### config.mk
export PLATFORM = sky130hd
export DESIGN_NAME = seqres_ctrl
export DESIGN_NICKNAME = d
export VERILOG_FILES = /design/src/rtl/seqres_pkg.sv /design/src/rtl/seqres_lfsr.sv /design/src/rtl/seqres_shuffle.sv /design/src/rtl/seqres_seq.sv /design/src/rtl/seqres_ctrl.sv
export SDC_FILE = /design/constraint.sdc
export NUM_CORES = 1
export LEC_CHECK = 0
export ABC_AREA = 1
export CAP_MARGIN = 20
export CORE_MARGIN = 1.5
export CORE_UTILIZATION = 50
export DETAILED_ROUTE_END_ITERATION = 10
export GPL_TIMING_DRIVEN = 0
export HOLD_SLACK_MARGIN = 0.02
export PLACE_DENSITY = 0.82
export RECOVER_POWER = 50
export SYNTH_ARGS = -nofsm -noshare
export SYNTH_HDL_FRONTEND = slang
export SYNTH_SLANG_ARGS = --single-unit
### constraint.sdc
create_clock -name clk -period 6.4 [get_ports clk]
set_input_delay 0.96 -clock clk [delete_from_list [all_inputs] [get_ports clk]]
set_output_delay 0.96 -clock clk [all_outputs]
set_load 0.05 [all_outputs]
### src/rtl/seqres_pkg.sv
package seqres_pkg;

   typedef enum logic [1:0] {
      ST_INIT = 2'd0,
      ST_SHUF = 2'd1,
      ST_RUN  = 2'd2,
      ST_HOLD = 2'd3
   } round_st_e;

   function automatic int unsigned idx_w(input int unsigned n);
      return (n > 1) ? $clog2(n) : 1;
   endfunction

endpackage

### src/rtl/seqres_lfsr.sv
module seqres_lfsr #(
   parameter int unsigned     WIDTH = 16,
   parameter logic [WIDTH-1:0] SEED = 'hACE1
) (
   input  logic             clk,
   input  logic             rst_n,
   output logic [WIDTH-1:0] state
);

   logic [WIDTH-1:0] taps;

   generate
      if (WIDTH == 8) begin : g_w8
         assign taps = 8'hB8;
      end else if (WIDTH == 16) begin : g_w16
         assign taps = 16'hB400;
      end else if (WIDTH == 32) begin : g_w32
         assign taps = 32'h8020_0003;
      end else begin : g_bad_width
         assign taps = '0;
         $error("seqres_lfsr: WIDTH must be 8, 16 or 32");
      end
      if (SEED == '0) begin : g_bad_seed
         $error("seqres_lfsr: SEED must be nonzero");
      end
   endgenerate

   always_ff @(posedge clk) begin
      if (!rst_n) begin
         state <= SEED;
      end else begin
         state <= (state >> 1) ^ (state[0] ? taps : '0);
      end
   end

   // the random source never locks up at zero
   p_lfsr_live_r10: assert property (@(posedge clk) disable iff (!rst_n)
      state != '0);

endmodule

### src/rtl/seqres_shuffle.sv
module seqres_shuffle
   import seqres_pkg::*;
#(
   parameter int unsigned N_PORTS = 4,
   parameter int unsigned RND_W   = 8
) (
   input  logic                                clk,
   input  logic                                rst_n,
   input  logic                                start,
   input  logic [RND_W-1:0]                    rnd,
   output logic [N_PORTS*idx_w(N_PORTS)-1:0]   perm_flat,
   output logic                                active,
   output logic                                last
);

   localparam int unsigned IW = idx_w(N_PORTS);
   localparam int unsigned PW = RND_W + IW + 1;

   generate
      if (N_PORTS < 2) begin : g_bad_n
         $error("seqres_shuffle: N_PORTS must be at least 2");
      end
      if (RND_W < IW + 2) begin : g_bad_rnd
         $error("seqres_shuffle: RND_W too small for an even index draw");
      end
   endgenerate

   logic [IW-1:0]      perm [N_PORTS];
   logic [IW-1:0]      cur_i;
   logic [IW-1:0]      pick_j;
   logic [PW-1:0]      prod;
   logic [N_PORTS-1:0] seen;

   // scaled draw: j = floor(rnd * (i+1) / 2^RND_W), always in 0..i
   always_comb begin
      prod   = {{(IW+1){1'b0}}, rnd} * {{RND_W{1'b0}}, ({1'b0, cur_i} + 1'b1)};
      pick_j = prod[RND_W +: IW];
   end

   always_ff @(posedge clk) begin
      if (!rst_n) begin
         for (int k = 0; k < N_PORTS; k++) perm[k] <= IW'(k);
         cur_i  <= '0;
         active <= 1'b0;
      end else if (start) begin
         for (int k = 0; k < N_PORTS; k++) perm[k] <= IW'(k);
         cur_i  <= IW'(N_PORTS - 1);
         active <= 1'b1;
      end else if (active) begin
         perm[cur_i]  <= perm[pick_j];
         perm[pick_j] <= perm[cur_i];
         cur_i        <= cur_i - 1'b1;
         if (cur_i == IW'(1)) active <= 1'b0;
      end
   end

   assign last = active && (cur_i == IW'(1));

   genvar g;
   generate
      for (g = 0; g < N_PORTS; g++) begin : g_flat
         assign perm_flat[g*IW +: IW] = perm[g];
      end
   endgenerate

   always_comb begin
      seen = '0;
      for (int k = 0; k < N_PORTS; k++) seen = seen | (N_PORTS'(1) << perm[k]);
   end

   // the index array is a permutation of all ports at every edge
   p_perm_full_r3: assert property (@(posedge clk) disable iff (!rst_n)
      seen == '1);

   // a shuffle pass never draws an index beyond the current slot
   p_draw_range_r3: assert property (@(posedge clk) disable iff (!rst_n)
      active |-> (pick_j <= cur_i));

endmodule

### src/rtl/seqres_seq.sv
module seqres_seq
   import seqres_pkg::*;
#(
   parameter int unsigned N_PORTS     = 4,
   parameter int unsigned TIMEOUT_CYC = 8
) (
   input  logic                              clk,
   input  logic                              rst_n,
   input  logic                              clear,
   input  logic                              run,
   input  logic [N_PORTS*idx_w(N_PORTS)-1:0] perm_flat,
   input  logic [N_PORTS-1:0]                port_done,
   input  logic [N_PORTS*N_PORTS-1:0]        port_pick,
   output logic [N_PORTS-1:0]                port_strobe,
   output logic [N_PORTS-1:0]                avail,
   output logic [N_PORTS*N_PORTS-1:0]        rec_flat,
   output logic                              fin
);

   localparam int unsigned IW = idx_w(N_PORTS);
   localparam int unsigned CW = idx_w(TIMEOUT_CYC + 1);

   generate
      if (TIMEOUT_CYC < 1) begin : g_bad_to
         $error("seqres_seq: TIMEOUT_CYC must be at least 1");
      end
   endgenerate

   logic [IW-1:0]      pos;
   logic [CW-1:0]      wcnt;
   logic [N_PORTS-1:0] avail_q;
   logic [N_PORTS-1:0] rec [N_PORTS];

   logic [IW-1:0]      cur;
   logic [N_PORTS-1:0] cur_pick;
   logic               cur_done;
   logic               expired;
   logic               step;
   logic               legal;
   logic               last_pos;

   always_comb begin
      cur      = perm_flat[pos*IW +: IW];
      cur_pick = port_pick[cur*N_PORTS +: N_PORTS];
      cur_done = port_done[cur];
      expired  = (wcnt == CW'(TIMEOUT_CYC - 1));
      step     = run && (cur_done || expired);
      legal    = cur_done && (cur_pick != '0)
                 && ((cur_pick & (cur_pick - 1'b1)) == '0)
                 && ((cur_pick & avail_q) != '0);
      last_pos = (pos == IW'(N_PORTS - 1));
   end

   always_ff @(posedge clk) begin
      if (!rst_n || clear) begin
         pos     <= '0;
         wcnt    <= '0;
         avail_q <= '1;
         for (int k = 0; k < N_PORTS; k++) rec[k] <= '0;
      end else if (run) begin
         if (step) begin
            rec[cur] <= legal ? cur_pick : '0;
            if (legal) avail_q <= avail_q & ~cur_pick;
            if (!last_pos) pos <= pos + 1'b1;
            wcnt <= '0;
         end else begin
            wcnt <= wcnt + 1'b1;
         end
      end
   end

   assign port_strobe = run ? (N_PORTS'(1) << cur) : '0;
   assign avail       = avail_q;
   assign fin         = step && last_pos;

   genvar g;
   generate
      for (g = 0; g < N_PORTS; g++) begin : g_rec
         assign rec_flat[g*N_PORTS +: N_PORTS] = rec[g];
      end
   endgenerate

   // never more than one port holds the grant line
   p_single_grant_r2: assert property (@(posedge clk) disable iff (!rst_n)
      $onehot0(port_strobe));

   // grant is held while the port neither answers nor times out
   p_grant_hold_r4: assert property (@(posedge clk) disable iff (!rst_n)
      (run && !step) |=> $stable(port_strobe));

   // within a round bits of the free vector only fall
   p_free_falls_r5: assert property (@(posedge clk) disable iff (!rst_n)
      !clear |=> ((avail_q & ~$past(avail_q)) == '0));

   // a rejected answer leaves the free vector untouched
   p_reject_keeps_r6: assert property (@(posedge clk) disable iff (!rst_n)
      (step && !legal) |=> $stable(avail_q));

   // the wait counter never passes the timeout limit
   p_wait_cap_r7: assert property (@(posedge clk) disable iff (!rst_n)
      wcnt < CW'(TIMEOUT_CYC));

endmodule

### src/rtl/seqres_ctrl.sv
module seqres_ctrl
   import seqres_pkg::*;
#(
   parameter int unsigned N_PORTS      = 4,
   parameter int unsigned TIMEOUT_CYC  = 8,
   parameter int unsigned SLOT_CYC     = 16,
   parameter int unsigned SLOTS_PER_IV = 4,
   parameter int unsigned LFSR_W       = 16,
   parameter int unsigned LFSR_SEED    = 32'h0000_ACE1,
   parameter int unsigned RND_W        = 8
) (
   input  logic                         clk,
   input  logic                         rst_n,
   output logic [N_PORTS-1:0]           port_strobe,
   input  logic [N_PORTS-1:0]           port_done,
   input  logic [N_PORTS*N_PORTS-1:0]   port_pick,
   output logic [N_PORTS-1:0]           avail_bus,
   output logic [N_PORTS*N_PORTS-1:0]   cfg_map,
   output logic                         cfg_valid
);

   localparam int unsigned IW        = idx_w(N_PORTS);
   localparam int unsigned IV_CYC    = SLOT_CYC * SLOTS_PER_IV;
   localparam int unsigned ICW       = idx_w(IV_CYC);
   localparam int unsigned ROUND_MAX = 1 + (N_PORTS - 1) + N_PORTS * TIMEOUT_CYC + 1;

   generate
      if (IV_CYC < ROUND_MAX) begin : g_bad_iv
         $error("seqres_ctrl: interval shorter than the longest reservation round");
      end
      if (LFSR_W < RND_W) begin : g_bad_rw
         $error("seqres_ctrl: LFSR_W must cover RND_W");
      end
   endgenerate

   logic [ICW-1:0]              ic;
   logic                        bound;
   round_st_e                   st;
   logic [LFSR_W-1:0]           lfsr_q;
   logic [N_PORTS*IW-1:0]       perm_flat;
   logic                        shuf_active;
   logic                        shuf_last;
   logic                        seq_fin;
   logic [N_PORTS*N_PORTS-1:0]  rec_flat;

   assign bound = (ic == ICW'(IV_CYC - 1));

   always_ff @(posedge clk) begin
      if (!rst_n || bound) ic <= '0;
      else                 ic <= ic + 1'b1;
   end

   always_ff @(posedge clk) begin
      if (!rst_n) begin
         st <= ST_INIT;
      end else if (bound) begin
         st <= ST_INIT;
      end else begin
         unique case (st)
            ST_INIT: st <= ST_SHUF;
            ST_SHUF: if (shuf_last) st <= ST_RUN;
            ST_RUN:  if (seq_fin)   st <= ST_HOLD;
            default: st <= ST_HOLD;
         endcase
      end
   end

   always_ff @(posedge clk) begin
      if (!rst_n) begin
         cfg_map   <= '0;
         cfg_valid <= 1'b0;
      end else begin
         cfg_valid <= bound;
         if (bound) cfg_map <= rec_flat;
      end
   end

   seqres_lfsr #(
      .WIDTH (LFSR_W),
      .SEED  (LFSR_W'(LFSR_SEED))
   ) u_lfsr (
      .clk   (clk),
      .rst_n (rst_n),
      .state (lfsr_q)
   );

   seqres_shuffle #(
      .N_PORTS (N_PORTS),
      .RND_W   (RND_W)
   ) u_shuffle (
      .clk       (clk),
      .rst_n     (rst_n),
      .start     (st == ST_INIT),
      .rnd       (lfsr_q[RND_W-1:0]),
      .perm_flat (perm_flat),
      .active    (shuf_active),
      .last      (shuf_last)
   );

   seqres_seq #(
      .N_PORTS     (N_PORTS),
      .TIMEOUT_CYC (TIMEOUT_CYC)
   ) u_seq (
      .clk         (clk),
      .rst_n       (rst_n),
      .clear       (st == ST_INIT),
      .run         (st == ST_RUN),
      .perm_flat   (perm_flat),
      .port_done   (port_done),
      .port_pick   (port_pick),
      .port_strobe (port_strobe),
      .avail       (avail_bus),
      .rec_flat    (rec_flat),
      .fin         (seq_fin)
   );

   // the publish pulse lasts exactly one cycle
   p_pulse_single_r8: assert property (@(posedge clk) disable iff (!rst_n)
      cfg_valid |=> !cfg_valid);

   // the published map is frozen between pulses
   p_map_frozen_r8: assert property (@(posedge clk) disable iff (!rst_n)
      !cfg_valid |-> $stable(cfg_map));

   // every round has ended before the interval closes
   p_round_fits_r9: assert property (@(posedge clk) disable iff (!rst_n)
      bound |-> (st == ST_HOLD));

   // the shuffler is idle whenever ports are being strobed
   p_shuffle_done_r9: assert property (@(posedge clk) disable iff (!rst_n)
      (port_strobe != '0) |-> !shuf_active);

endmodule

==> qor.yml <==
min_path:
  hp-start: "u_lfsr.state[9]$_SDFF_PN0_"
  hold_path_class: "reg -> reg"
  hold_depth: 2
clocking:
  clock_latency_ns: 0.35
  postCtsSetupBuffers: 0
  cts_resized: 0
  cts_tree: "built"
  clkSinkCount: 80
  htree_levels: 3
  cts_inserted_buffers: 9
  clkTransAtPathRegs_ns: 0.10
  hold_buffers: 0
  cts_buffer_depth: 2
  root_buffer: "clkbuf_8"
detailed_routing:
  avgRoutedWirePerCell_um: 12.8
  drt_iter0_drc: 278
  ant_nets: 0
  vias: 3642
  remaining_drc_errors: 0
  via_per_inst: 5.19
  dr.pass1.iters: 5
  drt-total-wl_um: 8970
die:
  die_area_mm2: 0.00915
  fp.dieW_um: 95.6
  core.rowCount: 33
  initial_core_util_pct: 52.0
  fp.dieH_um: 95.6
  ioPinCount: 47
  core_area_mm2: 0.00826
logic_synthesis:
  seq_area_frac_synth_pct: 42.9
  synth.distinct_cells: 37
  synthesis.nets: 577
  synthSimpleGateAreaFrac_pct: 33.1
  yosysWarnings: 0
  synth_cells: 535
  ys_ff_latch: 80
  synth_top_area_share_pct: 26.1
  synth_xor_area_share_pct: 1.02
  synth.area.top_cells: "dfxtp_1 (26%), edfxtp_1 (17%), nand2_1 (12%), nand3_1 (5.5%), inv_1 (5.2%)"
  synth_top_family_by_area: "simple AND/OR/NAND/NOR gates"
  yosys.area.top_type: "dfxtp_1"
  synth_fa_ha_area_share_pct: 6.88
  synthMuxAreaShare_pct: 0
  synth_area_mm2: 0.00429
  synth_compound_area_share_pct: 8.66
  avgSynthCellArea_um2: 8.02
outcome:
  outcome: "completed"
layout:
  nNetsFinal: 634
  drive_gt1_share_pct: 9.72
  area_delta_synth_final_pct: 17.8
  n_antenna_cell: 0
  final_cells: 702
worst_setup_path:
  critical_path_arrival_ns: 3.39
  rrSetupSlack_ns: 2.22
  critPathKind: "reg -> out"
  cp.required_ns: 5.44
  path_max_fanout: 10
  ff2ff_path_depth: 16
  rr_endpoint: "u_seq.rec[1][0]$_SDFFCE_PN0P_"
  cp-start-kind: "register"
  r2r_start: "u_seq.pos[0]$_SDFFE_PP0P_"
  startpoint: "u_seq.pos[0]$_SDFFE_PP0P_"
  endpoint_kind: "output port"
  endpoint: "port_strobe[1]"
pwr:
  powerDensity_mw_per_mm2: 251
  finalPower_w: 0.00127
  p_leak_nw: 2.35
  peakVddDrop_uv: 114
flow_run:
  drv_cap: 0
grt:
  grt_pass1_vias: 3431
  grt_first_pass_wirelength_um: 15100
  grtUsageTotal_pct: 21.1
  antenna_found_initial: 0
  grt_max_degree: 17
  grt-ovfl-total: 0
placed_design:
  port_buffers: 46
  place_ws_ns: 2.54
  dp_hpwl_um: 6770
  dp_cells: 686
  gp_congestion: 0.865
sta:
  timing.final.ws_setup_ns: 2.05
  period_needed_ns: 4.35
  skew_ns: 0.0124
  finalMaxSlewViolations: 0
  rsz0062_at_grt: "false"
  max_freq_ghz: 0.230
  tightestPinTransition_ns: 1.07
  slew-limit-headroom_pct: 28.1
  holdWs_ns: 0.423
  finalCritPeriodShare_pct: 68.0
  setup_viol: 0
  finalHoldViolCount: 0
  fin_setup_tns_ns: 0
[final cells by class]
cell class / count / area, um2
multi-input combinational: 377 / 2080
clock inverter: 7 / 110
inverter: 68 / 256
tap: 105 / 131
clock buffer: 9 / 124
timing repair buffer: 46 / 460
fill: 708 / 3200
buffer: 10 / 45.0
sequential: 80 / 1840
[worst max-delay path: stages, from the launching register on]
cell and delay, ns:
dfxtp_1 0.35, clkbuf_1 0.29, clkinvlp_2 0.35, nand2_1 0.18
nand3_1 0.26, nand2_1 0.28, clkbuf_1 0.48, nor3_1 0.12
clkdlybuf4s50_1 0.73
[synthesized netlist by cell type]
master	number
nor2_8	2
nand3_2	1
inv_2	4
inv_1	60
nor3b_1	1
o21a_1	1
a211oi_1	1
nand4_1	4
ha_1	14
buf_6	3
nand2_4	7
nor4_1	1
a31oi_1	1
clkbuf_1	7
nor2_1	59
o22ai_1	1
dfxtp_1	56
nor2_2	1
o21ai_4	1
o21ai_0	16
nand3b_1	1
xnor2_1	2
xor2_1	3
or2_2	5
clkinv_1	3
nand2_1	138
o21ai_1	1
nand2_2	18
nand3_4	6
o21bai_1	1
fa_1	6
nor3_1	3
edfxtp_1	24
inv_4	1
nand3_1	47
a22o_1	16
a21oi_1	19
[report_power, final]
part	internal (W)	leakage [nW]	switching, W
combinational	0.0000919	1.52	0.000179
sequential	0.000543	0.712	0.0000160
clock	0.000229	0.116	0.000208
total	0.000864	2.35	0.000404
[kinds of logic after synthesis]
logic type / after synthesis
DFF: 80
xor gates and xnor gates: 5
buffers and inverters: 78
adders and majority gates: 20
AOI/OAI and AO/OA: 58
and+or+nand+nor: 294
[routing by layer]
layer / wire length [um] / share of wire, % / track usage, % / vias to the layer above
li1: - / - / - / 1850
met3: 353 / 3.9 / 4.55 / 8
met1: 4060 / 45 / 26.5 / 1698
met5: 0 / 0 / 0 / -
met2: 4450 / 50 / 35.7 / 86
met4: 98 / 1.1 / 7.48 / 0
[how the worst min path moves through the flow]
stage | to | slack (ns)
CTS | u_lfsr.state[8]$_SDFF_PN0_ | 0.43
floorplan | u_lfsr.state[14]$_SDFF_PN0_ | 0.39
global placement | u_lfsr.state[14]$_SDFF_PN0_ | 0.40
global route | u_lfsr.state[8]$_SDFF_PN0_ | 0.43
finish | u_lfsr.state[8]$_SDFF_PN0_ | 0.42
detailed placement | u_lfsr.state[7]$_SDFF_PN1_ | 0.40
[registers in the layout, summed over array words and instances (netlist names), named ones only]
register / count
cfg_map: 16
u_lfsr.state: 16
u_seq.rec: 16
u_shuffle.perm: 8
ic: 6
u_seq.avail: 4
u_seq.wcnt: 4
st: 2
u_seq.pos: 2
u_shuffle.cur_i: 2
cfg_valid: 1
u_shuffle.active: 1
[cells in the final DEF, fill, tap and decap left out, types with 5 or more instances in the layout]
master	instances
nand2_1	141
inv_1	60
nor2_1	60
dfxtp_1	56
nand3_1	48
clkdlybuf4s50_1	36
edfxtp_1	24
a21oi_1	19
nand2_2	17
o21ai_0	16
a22o_1	16
ha_1	14
dlygate4sd3_1	10
clkbuf_1	9
clkbuf_8	9
fa_1	6
nand3_4	5
nand2_4	5
or2_2	5
[per-stage QoR]
stage          area (um2)  utilization (%)
6_report             5050             61.2
5_1_grt              5050             61.2
4_1_cts              5120             62.0
3_5_place_dp         4880             59.1
3_3_place_gp         4880             59.1
2_1_floorplan        4290                -
Power figures use the tool's default switching activity.
